File: config.mk
export PLATFORM = sky130hd
export DESIGN_NAME = xo_decode_top
export DESIGN_NICKNAME = d
export VERILOG_FILES = /design/src/rtl/xo_pkg.sv /design/src/rtl/xo_class_decode.sv /design/src/rtl/xo_order_ctl.sv /design/src/rtl/xo_decode_top.sv
export SDC_FILE = /design/constraint.sdc
export NUM_CORES = 1
export LEC_CHECK = 0
export BUFFER_PORTS_ARGS = -buffer_cell sky130_fd_sc_hd__buf_2
export CAP_MARGIN = 20
export CORE_MARGIN = 2
export CORE_UTILIZATION = 40
export DETAILED_ROUTE_END_ITERATION = 8
export HOLD_SLACK_MARGIN = 0.1
export PLACE_DENSITY = 0.86
export SYNTH_ARGS = -nofsm -noshare
export SYNTH_HDL_FRONTEND = slang
export SYNTH_SLANG_ARGS = --single-unit
export TNS_END_PERCENT = 10
File: constraint.sdc
create_clock -name clk -period 1.2 [get_ports clk]
set_clock_uncertainty 0.15 [all_clocks]
set_input_delay 0 -clock clk [delete_from_list [all_inputs] [get_ports clk]]
set_output_delay 0 -clock clk [all_outputs]
set_load 0.05 [all_outputs]
File: src/rtl/xo_pkg.sv
package xo_pkg;
    localparam int INSN_W = 32;
    localparam int REG_W  = 5;
    localparam int SIZE_W = 2;
    localparam int IDX_W  = 4;
    localparam logic [REG_W-1:0] SP_REG = '1;

    typedef enum logic [2:0] {
        XO_NONE    = 3'd0,
        XO_ST_EXCL = 3'd1,
        XO_LD_EXCL = 3'd2,
        XO_ST_REL  = 3'd3,
        XO_LD_ACQ  = 3'd4,
        XO_CAS     = 3'd5,
        XO_CASP    = 3'd6
    } xo_op_e;

    typedef struct packed {
        logic              valid;
        xo_op_e            op;
        logic              undef;
        logic              pair;
        logic              acq;
        logic              rel;
        logic              bar_pre;
        logic              bar_post;
        logic              sp_chk;
        logic [REG_W-1:0]  rt;
        logic [REG_W-1:0]  rn;
        logic [REG_W-1:0]  rt2;
        logic [REG_W-1:0]  rs;
        logic [SIZE_W-1:0] size;
    } xo_dec_t;
endpackage

File: src/rtl/xo_class_decode.sv
module xo_class_decode
    import xo_pkg::*;
(
    input  logic [IDX_W-1:0]  idx,
    input  logic [SIZE_W-1:0] size,
    input  logic [REG_W-1:0]  rt,
    input  logic [REG_W-1:0]  rs,
    input  logic [REG_W-1:0]  rt2,
    input  logic              feat_en,
    output xo_op_e            op,
    output logic              undef,
    output logic              pair,
    output logic [SIZE_W-1:0] eff_size
);
    logic   legal;
    xo_op_e op_raw;
    logic   pair_raw;

    always_comb begin
        legal    = 1'b0;
        op_raw   = XO_NONE;
        pair_raw = 1'b0;
        eff_size = size;
        case (idx)
            4'd0, 4'd1: begin
                op_raw = XO_ST_EXCL;
                legal  = 1'b1;
            end
            4'd4, 4'd5: begin
                op_raw = XO_LD_EXCL;
                legal  = 1'b1;
            end
            4'd9: begin
                op_raw = XO_ST_REL;
                legal  = 1'b1;
            end
            4'd13: begin
                op_raw = XO_LD_ACQ;
                legal  = 1'b1;
            end
            4'd2, 4'd3, 4'd6, 4'd7: begin
                if (size[1]) begin
                    op_raw   = idx[2] ? XO_LD_EXCL : XO_ST_EXCL;
                    pair_raw = 1'b1;
                    legal    = 1'b1;
                end else if (rt2 == SP_REG && !rt[0] && !rs[0] && feat_en) begin
                    op_raw   = XO_CASP;
                    pair_raw = 1'b1;
                    eff_size = {1'b1, size[0]};
                    legal    = 1'b1;
                end
            end
            4'd10, 4'd11, 4'd14, 4'd15: begin
                if (rt2 == SP_REG && feat_en) begin
                    op_raw = XO_CAS;
                    legal  = 1'b1;
                end
            end
            default: legal = 1'b0;
        endcase
        undef = !legal;
        op    = legal ? op_raw : XO_NONE;
        pair  = legal && pair_raw;
    end
endmodule

File: src/rtl/xo_order_ctl.sv
module xo_order_ctl
    import xo_pkg::*;
(
    input  xo_op_e op,
    input  logic   ord_bit,
    input  logic   load_bit,
    output logic   acq,
    output logic   rel,
    output logic   bar_pre,
    output logic   bar_post
);
    always_comb begin
        acq      = 1'b0;
        rel      = 1'b0;
        bar_pre  = 1'b0;
        bar_post = 1'b0;
        case (op)
            XO_ST_EXCL, XO_ST_REL: begin
                rel     = ord_bit;
                bar_pre = ord_bit;
            end
            XO_LD_EXCL, XO_LD_ACQ: begin
                acq      = ord_bit;
                bar_post = ord_bit;
            end
            XO_CAS, XO_CASP: begin
                acq = load_bit;
                rel = ord_bit;
            end
            default: ;
        endcase
    end
endmodule

File: src/rtl/xo_decode_top.sv
module xo_decode_top
    import xo_pkg::*;
(
    input  logic              clk,
    input  logic              rst_n,
    input  logic              in_valid,
    input  logic [INSN_W-1:0] in_insn,
    input  logic              in_atomics_en,
    output logic              out_valid,
    output logic [2:0]        out_op,
    output logic              out_undef,
    output logic              out_pair,
    output logic              out_acq,
    output logic              out_rel,
    output logic              out_bar_pre,
    output logic              out_bar_post,
    output logic              out_sp_chk,
    output logic [REG_W-1:0]  out_rt,
    output logic [REG_W-1:0]  out_rn,
    output logic [REG_W-1:0]  out_rt2,
    output logic [REG_W-1:0]  out_rs,
    output logic [SIZE_W-1:0] out_size
);
    logic [REG_W-1:0]  f_rt, f_rn, f_rt2, f_rs;
    logic [SIZE_W-1:0] f_size, f_eff_size;
    logic [IDX_W-1:0]  f_idx;
    logic              f_ord, f_load;
    logic              c_undef, c_pair;
    xo_op_e            c_op;
    logic              o_acq, o_rel, o_pre, o_post;
    xo_dec_t           dec_d, dec_q;

    assign f_rt   = in_insn[4:0];
    assign f_rn   = in_insn[9:5];
    assign f_rt2  = in_insn[14:10];
    assign f_ord  = in_insn[15];
    assign f_rs   = in_insn[20:16];
    assign f_load = in_insn[22];
    assign f_size = in_insn[31:30];
    assign f_idx  = {in_insn[23:21], f_ord};

    xo_class_decode u_class (
        .idx      (f_idx),
        .size     (f_size),
        .rt       (f_rt),
        .rs       (f_rs),
        .rt2      (f_rt2),
        .feat_en  (in_atomics_en),
        .op       (c_op),
        .undef    (c_undef),
        .pair     (c_pair),
        .eff_size (f_eff_size)
    );

    xo_order_ctl u_order (
        .op       (c_op),
        .ord_bit  (f_ord),
        .load_bit (f_load),
        .acq      (o_acq),
        .rel      (o_rel),
        .bar_pre  (o_pre),
        .bar_post (o_post)
    );

    always_comb begin
        dec_d = dec_q;
        dec_d.valid = in_valid;
        if (in_valid) begin
            dec_d.op       = c_op;
            dec_d.undef    = c_undef;
            dec_d.pair     = c_pair;
            dec_d.acq      = o_acq;
            dec_d.rel      = o_rel;
            dec_d.bar_pre  = o_pre;
            dec_d.bar_post = o_post;
            dec_d.sp_chk   = !c_undef && (f_rn == SP_REG);
            dec_d.rt       = f_rt;
            dec_d.rn       = f_rn;
            dec_d.rt2      = f_rt2;
            dec_d.rs       = f_rs;
            dec_d.size     = f_eff_size;
        end
    end

    always_ff @(posedge clk) begin
        if (!rst_n) dec_q <= '0;
        else        dec_q <= dec_d;
    end

    assign out_valid    = dec_q.valid;
    assign out_op       = dec_q.op;
    assign out_undef    = dec_q.undef;
    assign out_pair     = dec_q.pair;
    assign out_acq      = dec_q.acq;
    assign out_rel      = dec_q.rel;
    assign out_bar_pre  = dec_q.bar_pre;
    assign out_bar_post = dec_q.bar_post;
    assign out_sp_chk   = dec_q.sp_chk;
    assign out_rt       = dec_q.rt;
    assign out_rn       = dec_q.rn;
    assign out_rt2      = dec_q.rt2;
    assign out_rs       = dec_q.rs;
    assign out_size     = dec_q.size;
endmodule

### Yosys cells after proc, flatten, opt, wreduce, memory -nomap -nowiden

Cells that the tools add are included.
W data, S select, Z words.

| word-level totals | value |
|---|---|
| register bits after elaboration | 33 |
| bits in latches | 0 |
| RAM bits | 0 |
| memory bits (read-only) | 0 |
| input bits | 36 |
| output and inout bits | 33 |
| word-level logic and storage cells | 72 |
| memories kept | 0 |

| cells by class | value |
|---|---|
| add/subtract/negate cells | 0 |
| $mul | 0 |
| divide/modulo/power cells | 0 |
| $lt $le $gt $ge | 0 |
| equal/unequal tests | 21 |
| shifts and indexed selects | 0 |
| muxes and demuxes | 18 |
| bitwise gates (word level) | 0 |
| reductions and logical operators | 19 |

Operators with widths:

| operator | number |
|---|---|
| $eq A4 B4 Y1 const B | 6 |
| $pmux W3 S6 | 1 |
| $eq A4 B3 Y1 const B | 4 |
| $mux W3 | 4 |
| $reduce_or A4 Y1 | 3 |
| $eq A5 B5 Y1 const B | 2 |
| $reduce_or A2 Y1 | 5 |
| $eq A3 B3 Y1 const B | 3 |
| $eq A4 B2 Y1 const B | 2 |
| $mux W2 | 4 |
| $mux W1 | 7 |
| $eq A3 B2 Y1 const B | 2 |
| $logic_and A1 B1 Y1 | 6 |
| $reduce_or A6 Y1 | 1 |
| $eq A4 B1 Y1 const B | 1 |
| $logic_not A4 Y1 | 1 |
| $eq A3 B1 Y1 const B | 1 |
| $logic_not A1 Y1 | 3 |
| $pmux W1 S3 | 1 |
| $pmux W1 S2 | 1 |

### Longest topological paths before layout

Gate-level depths: netlist (run 1).

| logic depth | value |
|---|---|
| depth after elaboration | 11 |
| depth in mapped cells | 5 |
| gate-level depth less buffers | 4 |

### By module

From an unflattened synthesis (run 1), not the netlist that was laid out.

| unflattened totals | value |
|---|---|
| cell total of the unflattened synthesis | 146 |
| area, all modules | 1554.0 um2 |

Modules (own cells, without submodules):

| module | times used | cells each | area an instance (um2) | seq. area each (um2) |
|---|---|---|---|---|
| xo_decode_top | 1 | 107 | 1281.2 | 660.6 |
| xo_class_decode | 1 | 27 | 176.4 | 0.0 |
| xo_order_ctl | 1 | 12 | 96.3 | 0.0 |

### Worst setup path before layout (run 1)

No wires, ideal clock.

| path | value |
|---|---|
| kind | flip-flop to flip-flop |
| start | reg, netlist name out_undef |
| end | reg dec_q, in the netlist out_undef |
| setup time | 0.057 ns |
| data arrival time | 0.939 ns |
| required time | 0.993 ns |
| path slack | 0.054 ns |
| stages on the path, launching flop included | 3 |
| path buffers | 0 |
| period minus slack after synthesis | 1.146 ns |
| cells stage by stage | dfxtp_1 > o21ai_0 > o21ba_2 |

RTL lines:

| item | line | text |
|---|---|---|
| end signal: assignment | xo_decode_top.sv:86 | `if (!rst_n) dec_q <= '0;` |
| end signal: assignment | xo_decode_top.sv:87 | `else dec_q <= dec_d;` |
| end: declaration | xo_decode_top.sv:31 | `xo_dec_t dec_d, dec_q;` |

### Worst setup path in the final report (run 1)

| path | value |
|---|---|
| start | in in_insn[22] |
| end | reg dec_q, in the netlist out_rel |

| between the ends | value |
|---|---|
| longest elaborated chain between the ends | 7 |
| elaborated cells on any way between the ends | 30 |
| classes of those cells | 17 x eq/ne; 6 x mux; 7 x reduce/logical |

RTL lines:

| item | line | text |
|---|---|---|
| start: declaration | xo_decode_top.sv:7 | `input logic [INSN_W-1:0] in_insn,` |
| $eq A4 B4 Y1, or another cell as far along | xo_class_decode.sv:24 | `case (idx)` |
| $reduce_or A4 Y1, or another cell as far along | xo_class_decode.sv:24 |  |
| $pmux W3 S6 or $pmux W1 S3 (tied branches) | xo_class_decode.sv:24 |  |
| $mux W3 (*) | xo_class_decode.sv:62 | `op = legal ? op_raw : XO_NONE;` |
| $eq A3 B3 Y1, or another cell as far along | xo_order_ctl.sv:17 | `case (op)` |
| $reduce_or A4 Y1 (no line) (*) | -- |  |
| $mux W1 (*) | xo_order_ctl.sv:17 |  |

Every way passes the cells marked *; elsewhere a longest branch is shown, timed or not.
A chain may end at the register's enable or synchronous reset.

==> results of run 1 <==
stage by stage:
stage | total power, mW | utilization | hold WS [ps]
3_5_place_dp | 1.76 | 0.543 | 120
2_1_floorplan | 1.59 | - | -1.61
5_1_grt | 2.81 | 0.644 | -215
6_report | 2.68 | 0.644 | -195
3_3_place_gp | 1.76 | 0.543 | 102
4_1_cts | 2.68 | 0.637 | -214
cell families after synthesis:
logic type | after synthesis
simple gates | 48
flops | 33
compound gates | 27
mux | 21
buf+inv | 13
cells in the final DEF (no fill, tap or decap), drive strengths merged, types with 2 or more instances in the layout:
master       instances
a31oi                6
clkbuf               8
dlygate4sd3         23
nand3                3
or3                  3
nor2                 2
o21ai                8
dfxtp               33
nor2b               23
a21oi                2
and2                 2
o211ai               2
buf                 72
inv                  5
mux2i               21
nand2                8
sequential cells by signal (all words and copies together), names as in the netlist, 2 cells and up:
register	count
out_size	2
out_op	3
out_rn	5
out_rt	5
out_rs	5
out_rt2	5
routing by layer:
| metal | up-vias | GRT usage | part of all wire |
|---|---|---|---|
| li1 | 689 | - | - |
| met1 | 658 | 0.197 | 0.39 |
| met2 | 56 | 0.374 | 0.52 |
| met3 | 8 | 0.0857 | 0.066 |
| met4 | 0 | 0.0815 | 0.015 |
| met5 | - | 0 | 0 |
cell usage after synthesis, drive strengths merged:
master,n,area share
nand4,1,0.0089
o41ai,1,0.012
nor4b,1,0.0063
o211ai,2,0.011
or3,3,0.013
a21oi,2,0.0071
o21a,1,0.0054
inv,5,0.013
nand2,8,0.021
a211oi,1,0.0089
o31ai,1,0.0054
buf,3,0.013
nor3b,1,0.0054
mux2i,21,0.15
dfxtp,33,0.47
or2,1,0.0045
nand3,3,0.011
a211o,1,0.0063
nor4,1,0.0045
nand2b,1,0.0045
a31oi,6,0.027
clkbuf,5,0.014
o21ai,8,0.029
o21ba,1,0.0071
a21boi,1,0.0054
a2bb2oi,1,0.0063
o2bb2ai,1,0.0063
and2,2,0.0089
nor2b,23,0.10
nand4b,1,0.0063
nor2,2,0.0054
repair_timing:
action,CTS,global route
endpoints found under the hold margin,33,13
resized for setup,0,5
endpoints found under the setup margin,0,8
worst max-delay path: cells and delay by family:
family | cells | cell delay, ps
AO/OA/AOI/OAI | 3 | 470
buffers and inverters | 3 | 780
area by class of cell:
class	instances	area, um2	area share
clock buffers	7	55.1	0.0254
clock inverters	1	30.0	0.0139
inverters	5	18.8	0.00867
multi-input cells	96	706	0.326
flip-flops and latches	33	661	0.305
well taps	46	57.6	0.0266
repair buffers	96	638	0.295
power by group through the flow:
stage | clock network (mW) | logic (mW) | registers [mW]
finish | 0.868 | 0.628 | 1.18
detailed placement | 0 | 0.555 | 1.21
CTS | 0.888 | 0.613 | 1.18
global route | 0.955 | 0.666 | 1.19
floorplan | 0 | 0.166 | 1.42
global placement | 0 | 0.550 | 1.21
worst paths after layout:
path                     from          to  cells after the start
setup / recovery  in_insn[22]     out_rel                      6
hold / removal    in_insn[11]  out_rt2[1]                      3
setup reg to reg    out_op[2]   out_op[2]                      2
hold reg to reg       out_acq     out_acq                      2
==> out/results.md, run 1 <==
| Quantity | This run | Unit |
| --- | --- | --- |
| Largest family of logic cells by synthesized area | simple AND/OR/NAND/NOR gates | - |
| CP startpoint kind | primary input | - |
| P_sw | 790 | uW |
| Height of the die | 63.2 | um |
| Setup repair after global routing missed its margin | false | - |
| Worst path max stage delay | 590 | ps |
| Clock tree from TritonCTS | yes | - |
| Per-instance average area after synthesis | 9.87 | um2 |
| Worst setup timing slack at the placement stage | -98.7 | ps |
| Slew at the pin with the worst max-slew slack | 387 | ps |
| Longest Clk Path Bufs | 2 | - |
| Register bit total from synthesis | 33 | - |
| Post-route standard cell area excluding fillers | 2170 | um2 |
| Simple-gate share of the synthesized area | 0.203 | - |
| Ratio of cells with drive above 1 in the final layout | 0.361 | - |
| Internal power contribution | 1.89 | mW |
| Maximum number of pins on one net before global-route repair | 15 | - |
| Switching fraction of total power | 0.295 | - |
| Number of diodes | 0 | - |
| H-tree Lvls | 2 | - |
| IR drop worst, VDD | 0.879 | mV |
| Number of global-route vias before repair | 1433 | - |
| Number of nets in the finished design | 273 | - |
| Reg power frac | 0.442 | - |
| Syn Inst Count | 142 | - |
| IO buf count | 62 | - |
| Result of the run | complete, but fails checks | - |
| Standard cell core area | 3360 | um2 |
| Hold crit path type | primary input to flip-flop | - |
| Power share of the combinational group | 0.234 | - |
| Number of setup violations in the final report | 0 | - |
| Highest-delay cell along the critical path | sky130_fd_sc_hd__dlygate4sd3_1 | - |
| Residual overflow from global routing | 0 | - |
| Inserted Clock Buffers | 5 | - |
| Data arrival time of the worst path | 1260 | ps |
| Antenna violation net count after detailed routing | 0 | - |
| Setup ws final | 25.3 | ps |
| Wire length of the first global-routing pass | 6.24 | mm |
| Relative slew slack | 0.740 | - |
| Peak fanout along the critical path | 4 | - |
| R2R setup slack | 310 | ps |
| Final cell count without fillers | 284 | - |
| Setup tns final | 0 | ps |
| Adder and majority gate portion of the synthesized area | 0 | - |
| Routed vias | 1411 | - |
| Worst path cell trace | buf_2, inv_1, dlygate4sd3_1, a31oi_4, a21oi_1, o21a_1 | - |
| Minimum clock period after layout | 1170 | ps |
| Failing checks | negative hold slack | - |
| Max-Cap Viols | 0 | - |
| Placed Cells incl. Taps | 253 | - |
| Xor and xnor fraction of the mapped netlist area | 0 | - |
| Warning count from the yosys run | 0 | - |
| Die area | 3990 | um2 |
| Sequential share of the synthesized area | 0.471 | - |
| Total iterations of the first detailed-routing run | 4 | - |
| Post-CTS setup buffer count | 0 | - |
| Width of the die | 63.2 | um |
| Total Routed Length | 3.83 | mm |
| Post-Place Cell Area | 1830 | um2 |
| Element type at the critical path end | flip-flop | - |
| Clock-pin slew on the worst setup and hold paths | 100 | ps |
| Initial antenna violation count | 0 | - |
| Summed instance area of the synthesized netlist | 1400 | um2 |
| Iteration-0 DRC Markers | 26 | - |
| Final Slew Violations | 0 | - |
| Clock power frac | 0.324 | - |
| Upper clock frequency limit | 851 | MHz |
| DRC violation count after routing | 0 | - |
| Clock Root Buffer | sky130_fd_sc_hd__clkbuf_4 | - |
| Number of unique standard cell types used by synthesis | 34 | - |
| Total power density per cell area | 1240 | nW/um2 |
| Final RePlAce weighted congestion | 0.856 | - |
| Multiplexer area fraction after synthesis | 0.150 | - |
| Area Growth Syn to Fin | 54.6 | % |
| Detail-routed via count per cell | 4.97 | - |
| Average routed wire per standard cell | 13.5 | um |
| Area fraction in compound gates after synthesis | 0.136 | - |
| Data required, critical path | 1280 | ps |
| Later-pin clock latency in the skew report | 330 | ps |
| Number of endpoints with negative hold slack in the final report | 11 | - |
| IO Count | 69 | - |
| CP Class | primary input to flip-flop | - |
| Clock net sink count | 33 | - |
| Total global-route track usage | 0.202 | - |
| Leak Pwr | 1.03 | nW |
| Syn_nets | 178 | - |
| Number of rows created at floorplan | 21 | - |
| Total of hold buffers inserted after clock tree synthesis | 23 | - |
| Ratio of final minimum period to clock period | 0.979 | - |
| Starting density of the core | 0.417 | - |
| Half-perimeter wire length after placement | 2.44 | mm |
| Number of fill cells in the layout | 304 | - |
| Tightest hold margin | -195 | ps |
Power figures use the tool's default switching activity.
==> run 2, diff against run 1 <==
Settings changed: CORE_ASPECT_RATIO set to 0.9.
==> out/results.md, run 2 (same netlist as run 1, synthesis figures left out) <==
| Quantity | This run | Unit | Change |
| --- | --- | --- | --- |
| Standard cell core area | 3350 | um2 | -0.30% |
| Data arrival time of the worst path | 1210 | ps | -50 ps |
| Number of setup violations in the final report | 0 | - | unchanged |
| Antenna violation net count after detailed routing | 0 | - | unchanged |
| Upper clock frequency limit | 887 | MHz | +4.2% |
| IO Count | 69 | - | unchanged |
| Number of nets in the finished design | 272 | - | -0.37% |
| Number of diodes | 0 | - | unchanged |
| Post-CTS setup buffer count | 0 | - | unchanged |
| Post-Place Cell Area | 1820 | um2 | -0.27% |
| Final RePlAce weighted congestion | 0.848 | - | -0.97% |
| Tightest hold margin | -138 | ps | +56.5 ps |
| Final cell count without fillers | 280 | - | -1.4% |
| Residual overflow from global routing | 0 | - | unchanged |
| Area Growth Syn to Fin | 53.7 | % |  |
| Post-route standard cell area excluding fillers | 2150 | um2 | -0.58% |
| Inserted Clock Buffers | 5 | - | unchanged |
| Starting density of the core | 0.418 | - | +0.00124 |
| Iteration-0 DRC Markers | 55 | - | +110% |
| Most common cell after layout, fill and taps aside | sky130_fd_sc_hd__buf_2 | - |  |
| Hold crit path type | primary input to flip-flop | - |  |
| Leading cell types in the layout, fill and taps excluded | 61 x sky130_fd_sc_hd__buf_2, 33 x sky130_fd_sc_hd__dfxtp_1, 23 x sky130_fd_sc_hd__nor2b_1, 23 x sky130_fd_sc_hd__dlygate4sd3_1, 21 x sky130_fd_sc_hd__mux2i_1 | - |  |
| IR drop worst, VDD | 0.897 | mV | +2.1% |
| CP Class | primary input to flip-flop | - |  |
| Total Routed Length | 3.91 | mm | +2.0% |
| Die area | 3990 | um2 | about the same |
| Clock-pin slew on the worst setup and hold paths | 60 | ps | -40 ps |
| Setup repair after global routing missed its margin | false | - |  |
| Routed vias | 1391 | - | -1.4% |
| Result of the run | complete, but fails checks | - |  |
| Average routed wire per standard cell | 14.0 | um | +3.4% |
| Final Slew Violations | 0 | - | unchanged |
| Minimum clock period after layout | 1130 | ps | -47.9 ps |
| H-tree Lvls | 2 | - | unchanged |
| Max-Cap Viols | 0 | - | unchanged |
| Clock net sink count | 33 | - | unchanged |
| Number of global-route vias before repair | 1393 | - | -2.8% |
| Element type at the critical path end | flip-flop | - |  |
| IO buf count | 62 | - | unchanged |
| Data required, critical path | 1280 | ps | about the same |
| Later-pin clock latency in the skew report | 280 | ps | -50 ps |
| Longest Clk Path Bufs | 2 | - | unchanged |
| Slew at the pin with the worst max-slew slack | 302 | ps | -85.3 ps |
| Number of rows created at floorplan | 20 | - | -4.8% |
| Half-perimeter wire length after placement | 2.54 | mm | +3.8% |
| Initial antenna violation count | 0 | - | unchanged |
| Ratio of cells with drive above 1 in the final layout | 0.343 | - | -0.0181 |
| Clock tree from TritonCTS | yes | - |  |
| Number of endpoints with negative hold slack in the final report | 6 | - | -5 |
| Utilization of the core after routing | 0.642 | - | -0.00181 |
| Failing checks | negative hold slack | - |  |
| Post-layout power | 2.64 | mW | -1.4% |
| CP startpoint kind | primary input | - |  |
| Clock Root Buffer | sky130_fd_sc_hd__clkbuf_8 | - |  |
| Relative slew slack | 0.799 | - | +0.0592 |
| Ratio of final minimum period to clock period | 0.939 | - | -0.0399 |
| DRC violation count after routing | 0 | - | unchanged |
| Detail-routed via count per cell | 4.97 | - | about the same |
| Total power density per cell area | 1230 | nW/um2 | -0.79% |
| Maximum number of pins on one net before global-route repair | 15 | - | unchanged |
| Width of the die | 66.4 | um | +5.1% |
| Total iterations of the first detailed-routing run | 4 | - | unchanged |
| Placed Cells incl. Taps | 249 | - | -1.6% |
| Peak fanout along the critical path | 12 | - | +8 |
| Leak Pwr | 1.04 | nW | +0.76% |
| Height of the die | 60.2 | um | -4.8% |
| Wire length of the first global-routing pass | 5.99 | mm | -4.0% |
| Total global-route track usage | 0.204 | - | +0.00155 |
run 2: worst paths after layout:
path,start,endpoint,slack [ps],depth (start not counted)
setup / recovery,rst_n,out_undef,70,5
hold reg to reg,out_acq,out_acq,300,2
setup reg to reg,out_undef,out_undef,330,2
hold / removal,in_insn[0],out_rt[0],-140,3
run 2: routing by layer:
metal / track usage / up-vias / wire length [um]
li1: - / 685 / -
met1: 0.208 / 644 / 1500
met2: 0.379 / 52 / 2070
met3: 0.0697 / 10 / 264
met4: 0.0875 / 0 / 73
met5: 0 / - / 0
run 2: what timing repair did:
action                                 in CTS  in global routing
endpoints found under the hold margin      32                 17
gates resized for setup                     0                  2
setup endpoints to repair                   0                  4
hold buffers                               16                  8
run 2: report_power, final:
group	internal (mW)	switching [mW]
sequential	1.16	0.0283
combinational	0.234	0.390
clock	0.454	0.380
total	1.85	0.799
run 2: through the flow:
stage          hold slack [ps]  setup slack, ps  TNS (ps)
2_1_floorplan            -1.61             54.4         0
6_report                  -138             73.2         0
5_1_grt                   -105             1.44         0
3_5_place_dp               124             -142      -395
4_1_cts                   -156             31.4         0
3_3_place_gp               103            -83.3      -258
run 2: layout make-up:
| class | count | area (um2) |
|---|---|---|
| Multi-Input combinational cell | 96 | 684 |
| Clock buffer | 7 | 86.3 |
| Fill cell | 305 | 1200 |
| Sequential cell | 33 | 661 |
| Inverter | 5 | 18.8 |
| Tap cell | 44 | 55.1 |
| Timing Repair Buffer | 95 | 648 |
run 2: worst max-delay path, cell delays in order:
cell and delay [ps]:
sky130_fd_sc_hd__dlygate4sd3_1 530, sky130_fd_sc_hd__clkbuf_4 200, sky130_fd_sc_hd__buf_4 170, sky130_fd_sc_hd__o21ai_0 80, sky130_fd_sc_hd__o21ba_2 230
